File: config.mk
export PLATFORM = sky130hd
export DESIGN_NAME = extint_front
export DESIGN_NICKNAME = d
export VERILOG_FILES = /design/src/rtl/extint_pkg.sv /design/src/rtl/extint_sync.sv /design/src/rtl/extint_ctrl.sv /design/src/rtl/extint_datapath.sv /design/src/rtl/extint_front.sv
export SDC_FILE = /design/constraint.sdc
export NUM_CORES = 1
export LEC_CHECK = 0
export BUFFER_PORTS_ARGS = -buffer_cell sky130_fd_sc_hd__clkbuf_2
export CELL_PAD_IN_SITES_DETAIL_PLACEMENT = 1
export CELL_PAD_IN_SITES_GLOBAL_PLACEMENT = 2
export CORE_MARGIN = 5
export CORE_UTILIZATION = 31
export DETAILED_ROUTE_END_ITERATION = 6
export PLACE_DENSITY = 0.83
export SYNTH_ARGS = -nofsm -noshare
export SYNTH_HDL_FRONTEND = slang
export SYNTH_SLANG_ARGS = --single-unit
File: constraint.sdc
create_clock -name clk -period 1.5 [get_ports clk]
set_clock_uncertainty 0.1 [all_clocks]
set_input_delay 0.15 -clock clk [delete_from_list [all_inputs] [get_ports clk]]
set_output_delay 0.15 -clock clk [all_outputs]
set_load 0.01 [all_outputs]
File: src/rtl/extint_pkg.sv
package extint_pkg;
  localparam int PIN_CNT  = 8;
  localparam int GRP_W    = 4;
  localparam int GRP_CNT  = PIN_CNT / GRP_W;
  localparam int GRP_SELW = (GRP_CNT > 1) ? $clog2(GRP_CNT) : 1;
  localparam int WR_PEND  = 0;
  localparam int WR_CFG   = 1;

  typedef struct packed {
    logic                retain;
    logic                ackRelease;
    logic [PIN_CNT-1:0]  swClear;
    logic [PIN_CNT-1:0]  encOwned;
    logic                encActive;
    logic [GRP_SELW-1:0] grpSel;
  } ctrlStrobe_t;
endpackage

File: src/rtl/extint_sync.sv
module extint_sync #(
  parameter int WIDTH  = 8,
  parameter int STAGES = 2
) (
  input  logic             clk,
  input  logic             rstN,
  input  logic [WIDTH-1:0] asyncIn,
  output logic [WIDTH-1:0] syncOut
);
  logic [WIDTH-1:0] chain [STAGES];

  genvar s;
  generate
    for (s = 0; s < STAGES; s++) begin : g_stage
      if (s == 0) begin : g_first
        always_ff @(posedge clk or negedge rstN) begin
          if (!rstN) chain[s] <= '1;
          else       chain[s] <= asyncIn;
        end
      end else begin : g_next
        always_ff @(posedge clk or negedge rstN) begin
          if (!rstN) chain[s] <= '1;
          else       chain[s] <= chain[s-1];
        end
      end
    end
  endgenerate

  assign syncOut = chain[STAGES-1];
endmodule

File: src/rtl/extint_ctrl.sv
module extint_ctrl
  import extint_pkg::*;
(
  input  logic               clk,
  input  logic               rstN,
  input  logic               wrEn,
  input  logic               wrAddr,
  input  logic [PIN_CNT-1:0] wrData,
  input  logic               ackStrobe,
  input  logic               encEnable,
  input  logic               encUpper,
  output ctrlStrobe_t        strb
);
  logic levelModeQ;
  logic cfgWrite;
  logic pendWrite;
  logic [GRP_SELW-1:0] grpSel;

  assign cfgWrite  = wrEn && (wrAddr == 1'(WR_CFG));
  assign pendWrite = wrEn && (wrAddr == 1'(WR_PEND));
  assign grpSel    = GRP_SELW'(encUpper);

  always_ff @(posedge clk or negedge rstN) begin
    if (!rstN)         levelModeQ <= 1'b0;
    else if (cfgWrite) levelModeQ <= wrData[0];
  end

  logic [PIN_CNT-1:0] ownedMask;
  genvar g;
  generate
    for (g = 0; g < GRP_CNT; g++) begin : g_own
      assign ownedMask[g*GRP_W +: GRP_W] =
        {GRP_W{encEnable && (grpSel == GRP_SELW'(g))}};
    end
  endgenerate

  always_comb begin
    strb            = '0;
    strb.retain     = !levelModeQ;
    strb.ackRelease = ackStrobe;
    strb.swClear    = pendWrite ? ~wrData : '0;
    strb.encOwned   = ownedMask;
    strb.encActive  = encEnable;
    strb.grpSel     = grpSel;
  end

  // a control write lands in the holding selection one edge later
  a_r1_mode_write: assert property (@(posedge clk) disable iff (!rstN)
    cfgWrite |=> (strb.retain == !$past(wrData[0])));
endmodule

File: src/rtl/extint_datapath.sv
module extint_datapath
  import extint_pkg::*;
(
  input  logic               clk,
  input  logic               rstN,
  input  logic [PIN_CNT-1:0] pinSync,
  input  logic [PIN_CNT-1:0] irqMask,
  input  logic               encMask,
  input  ctrlStrobe_t        strb,
  output logic [PIN_CNT-1:0] pendFlags,
  output logic [GRP_W-1:0]   encLevel
);
  logic [PIN_CNT-1:0] pendQ;
  logic [PIN_CNT-1:0] reqLvl;
  logic [PIN_CNT-1:0] pendNext;

  genvar i;
  generate
    for (i = 0; i < PIN_CNT; i++) begin : g_pin
      assign reqLvl[i] = !pinSync[i] && !irqMask[i] && !strb.encOwned[i];
      always_comb begin
        if (strb.retain)
          pendNext[i] = reqLvl[i] ||
                        (pendQ[i] && !strb.ackRelease && !strb.swClear[i] &&
                         !irqMask[i] && !strb.encOwned[i]);
        else
          pendNext[i] = reqLvl[i];
      end
      always_ff @(posedge clk or negedge rstN) begin
        if (!rstN) pendQ[i] <= 1'b0;
        else       pendQ[i] <= pendNext[i];
      end
    end
  endgenerate

  assign pendFlags = pendQ;

  logic [GRP_W-1:0] grpPins;
  logic [GRP_W-1:0] rawLvl;
  logic [GRP_W-1:0] prevRaw;
  logic [GRP_W-1:0] encReg;

  always_comb begin
    grpPins = '1;
    for (int g = 0; g < GRP_CNT; g++)
      if (strb.grpSel == GRP_SELW'(g)) grpPins = pinSync[g*GRP_W +: GRP_W];
  end

  assign rawLvl = ~grpPins;

  always_ff @(posedge clk or negedge rstN) begin
    if (!rstN) begin
      prevRaw <= '0;
      encReg  <= '0;
    end else begin
      prevRaw <= rawLvl;
      if (!strb.encActive)        encReg <= '0;
      else if (rawLvl == prevRaw) encReg <= rawLvl;
    end
  end

  assign encLevel = (strb.encActive && !encMask) ? encReg : '0;

  // a masked source is clear on the following edge
  a_r5_mask_blocks: assert property (@(posedge clk) disable iff (!rstN)
    (|irqMask) |=> ((pendQ & $past(irqMask)) == '0));

  // in holding mode a flag only falls through a release cause
  a_r3_hold: assert property (@(posedge clk) disable iff (!rstN)
    (strb.retain && !strb.ackRelease) |=>
      (($past(pendQ & ~irqMask & ~strb.swClear & ~strb.encOwned) & ~pendQ) == '0));

  // pins owned by the encoded group never raise a flag
  a_r9_owned_quiet: assert property (@(posedge clk) disable iff (!rstN)
    (|strb.encOwned) |=> ((pendQ & $past(strb.encOwned)) == '0));

  // the captured level only moves after two equal samples
  a_r10_stable_level: assert property (@(posedge clk) disable iff (!rstN)
    (strb.encActive && $past(strb.encActive) && !$stable(encReg)) |->
      ($past(rawLvl) == $past(rawLvl, 2)));
endmodule

File: src/rtl/extint_front.sv
module extint_front
  import extint_pkg::*;
#(
  parameter int SYNC_STAGES = 2
) (
  input  logic               clk,
  input  logic               rstN,
  input  logic [PIN_CNT-1:0] pinN,
  input  logic [PIN_CNT-1:0] irqMask,
  input  logic               encMask,
  input  logic               encEnable,
  input  logic               encUpper,
  input  logic               wrEn,
  input  logic               wrAddr,
  input  logic [PIN_CNT-1:0] wrData,
  input  logic               ackStrobe,
  output logic [PIN_CNT-1:0] pendFlags,
  output logic [GRP_W-1:0]   encLevel
);
  logic [PIN_CNT-1:0] pinSync;
  ctrlStrobe_t        strb;

  extint_sync #(.WIDTH(PIN_CNT), .STAGES(SYNC_STAGES)) sync_i (
    .clk(clk), .rstN(rstN), .asyncIn(pinN), .syncOut(pinSync)
  );

  extint_ctrl ctrl_i (
    .clk(clk), .rstN(rstN), .wrEn(wrEn), .wrAddr(wrAddr), .wrData(wrData),
    .ackStrobe(ackStrobe), .encEnable(encEnable), .encUpper(encUpper),
    .strb(strb)
  );

  extint_datapath dp_i (
    .clk(clk), .rstN(rstN), .pinSync(pinSync), .irqMask(irqMask),
    .encMask(encMask), .strb(strb), .pendFlags(pendFlags), .encLevel(encLevel)
  );
endmodule

==> results.md <==
* Area Growth Syn to Fin at 49.4%
* Cell Area, Synth at 1210 µm²
* Via density at 4.61
* Power Dens Cells at between 1000 and 1500 nW/µm²
* CTS buffer count at 5
* Most common cell after layout, fill and taps aside: clkbuf_2
* CTS sink count at 33
* Initial antenna violation count at 0
* FILL cells at 407
* Critical Path, Cell by Cell: nor2_1 > buf_4 > o211ai_1 > a221oi_1
* Vias post-DR at 918
* Seq/Total Area, Yosys at 69.8%
* Worst-path clk slew at approximately 0.060 ns
* Int Power at 1.41 mW
* Initial Util at between 30% and 40%
* Final setup viols at 0
* Max stage delay on crit path at approximately 0.37 ns
* Layout cell share with drive strength beyond 1 at 53.6%
* Number of diodes at 0
* Vias in the first global route at 1075
* Final Instance Area at 1810 µm²
* I/O Pins at 44
* Total wire length at 3100 µm
* Worst Path Required at ~1.6 ns
* Synth warnings at 0
* Syn avg cell area at 14.8 µm²
* WL per Instance at 15.6 µm
* Routability cong. at 0.774
* H-Tree Depth at 2
* CTS tree: done
* Switching Fraction at around 24%
* Place WS at 0.00523 ns
* Startpoint types: register
* Reg-to-Reg Start: ctrl_i.levelModeQ
* Most frequent cells in the layout: clkbuf_2 (43), dfrtp_1 (17), dlygate4sd3_1 (17), dfstp_2 (16), nand2_1 (9)
* Status: completed
* Starting DRT DRC Count at 29
* PortBufs at 43
* Post-Syn Instances at just over 80
* Yosys top cell by area: dfrtp_1
* Clock network fraction of total power at 33.2%
* GRT Overall Usage at 13.3%
* ANT nets after route at 0
* Worst Max-Slew Pin Slew at 0.591 ns
* Final cell count without fillers at about 200
* Final min period at 1.42 ns
* Die area at 5260 µm²
* Arr. time, crit path at roughly 1.5 ns
* Syn Nets at 114
* Final #Nets at 183
* #FFs+latches synth at 33
* Die height at just over 70 µm
* Slew HR at a little over 60%
* Placed cell areas at 1500 µm²
* Gate power share at 13.4%
* DRC at 0
* Root buffer cell: clkbuf_8
* Period Utilization, post-route at approximately 94%
* CTS Buffer Depth at 2
* Fmax at a little over 700 MHz
* Largest net degree at the start of global routing at 26
* RSZ-0062 raised after global routing: no
* Core Rows at 22
* Worst min path class: primary input to register
* Final setup margin at 0.0827 ns
* Setup TNS at 0 ns
* Critical Path Fanout Max at 6
* Skew-Pair Late Insertion Delay at ~0.29 ns
* Critical-path top delay cell: dfrtp_1
* Global route overflow at 0
* Hold path start: wrData[0]
* CP bufs+invs at 1
* Dpl cells at 174
* Final hold vios at 0
* Pre-antenna DRT Iters at 2
* Die W at ~73 µm
* Area share of the largest cell type after synthesis at 35.1%
* Net Switching at 0.450 mW
* Setup crit end kind: register
* First-pass GRT wire length at 5170 µm
* Cells taking the most area after synthesis: dfrtp_1 (35%), dfstp_2 (35%), o211ai_1 (5.0%), mux2i_2 (4.5%), mux2i_1 (3.3%)
* Sequential fraction of design power at 53.3%
* Core area at roughly 3700 µm²
* Cell family with most CP delay: compound AO/OA/AOI/OAI gates
* Total of max-cap violations at 0
* Crit path from: ctrl_i.levelModeQ
* Setup Crit Path Kind: register to register
* Hpwl dp at 2210 µm
* Leakage at 0.847 nW
* Slew Limit Fails at 0
* Synth cell types at 16
* VDD IR max at 675 µV
==> cell usage after synthesis <==
cell type  number
nand2_1         9
a221oi_1        4
nor2_1          5
mux2i_1         4
a211oi_1        4
o211ai_1        8
buf_6           1
nand4_2         1
mux2_2          1
and2b_2         1
mux2i_2         4
dfrtp_1        17
nand2b_1        1
xnor2_1         4
clkbuf_1        2
dfstp_2        16
==> layout make-up <==
type / instances / area, µm² / share of cell area, %
tap: 48 / 60.1 / 3.32
multi-input combinational: 46 / 403 / 22.3
clock inverter: 1 / 5.00 / 0.277
clock buffer: 6 / 72.6 / 4.01
sequential: 33 / 846 / 46.7
timing repair buffer: 65 / 423 / 23.4
==> flip-flops by register name (all words and copies together), names as in the netlist <==
signal and count:
dp_i.prevRaw 4, sync_i.chain 8, dp_i.encReg 4, ctrl_i.levelModeQ 1, sync_i.syncOut 8, dp_i.pendFlags 8
==> power groups by stage <==
stage	registers, mW	logic [mW]	clock network, mW
floorplan	1.00	0.0852	0
global placement	1.00	0.183	0
detailed placement	1.00	0.190	0
CTS	0.988	0.225	0.633
global route	0.997	0.275	0.686
finish	0.992	0.250	0.618
==> metrics by stage <==
stage | hold slack, ns | utilization, % | power, mW
2_1_floorplan | -0.246 | - | 1.09
3_3_place_gp | 0.0629 | 40.3 | 1.18
6_report | 0.0188 | 48.7 | 1.86
3_5_place_dp | 0.0781 | 40.3 | 1.19
5_1_grt | 0.0116 | 48.7 | 1.96
4_1_cts | 0.0132 | 47.0 | 1.85
==> cells by family (layout without fill, tap and decap cells) <==
| group | after synthesis | in the layout | share of synthesized area [%] |
|---|---|---|---|
| flops | 33 | 33 | 69.8 |
| simple gates | 17 | 17 | 6.61 |
| compound gates | 16 | 16 | 10.3 |
| mux | 9 | 9 | 8.78 |
| xor+xnor | 4 | 4 | 2.89 |
| buf+inv | 3 | 72 | 1.55 |
==> worst paths after layout <==
| path | depth (start not counted) | slack (ns) | to |
|---|---|---|---|
| max | 4 | 0.08 | dp_i.pendFlags[5] |
| min | 2 | 0.02 | ctrl_i.levelModeQ |
| max reg2reg | 4 | 0.08 | dp_i.pendFlags[5] |
| min reg2reg | 0 | 0.25 | sync_i.syncOut[6] |
| max in group asynchronous | 3 | 0.49 | ctrl_i.levelModeQ |
| min in group asynchronous | 2 | 0.29 | dp_i.prevRaw[2] |
==> timing repair <==
item                                    4_1_cts  5_1_grt
endpoints found under the hold margin        23        0
resized for setup                             0        7
buffers inserted                              0        1
hold buffers                                 17        0
endpoints found under the setup margin        0        4
==> per-layer routing <==
metal / vias up / GRT usage (%) / wire, µm
li1: 432 / - / -
met3: 8 / 4.99 / 175
met5: - / 0 / 0
met2: 23 / 22.6 / 1660
met4: 0 / 6.97 / 80
met1: 455 / 14.4 / 1180
Note: power is estimated with default switching activity, not from simulation.
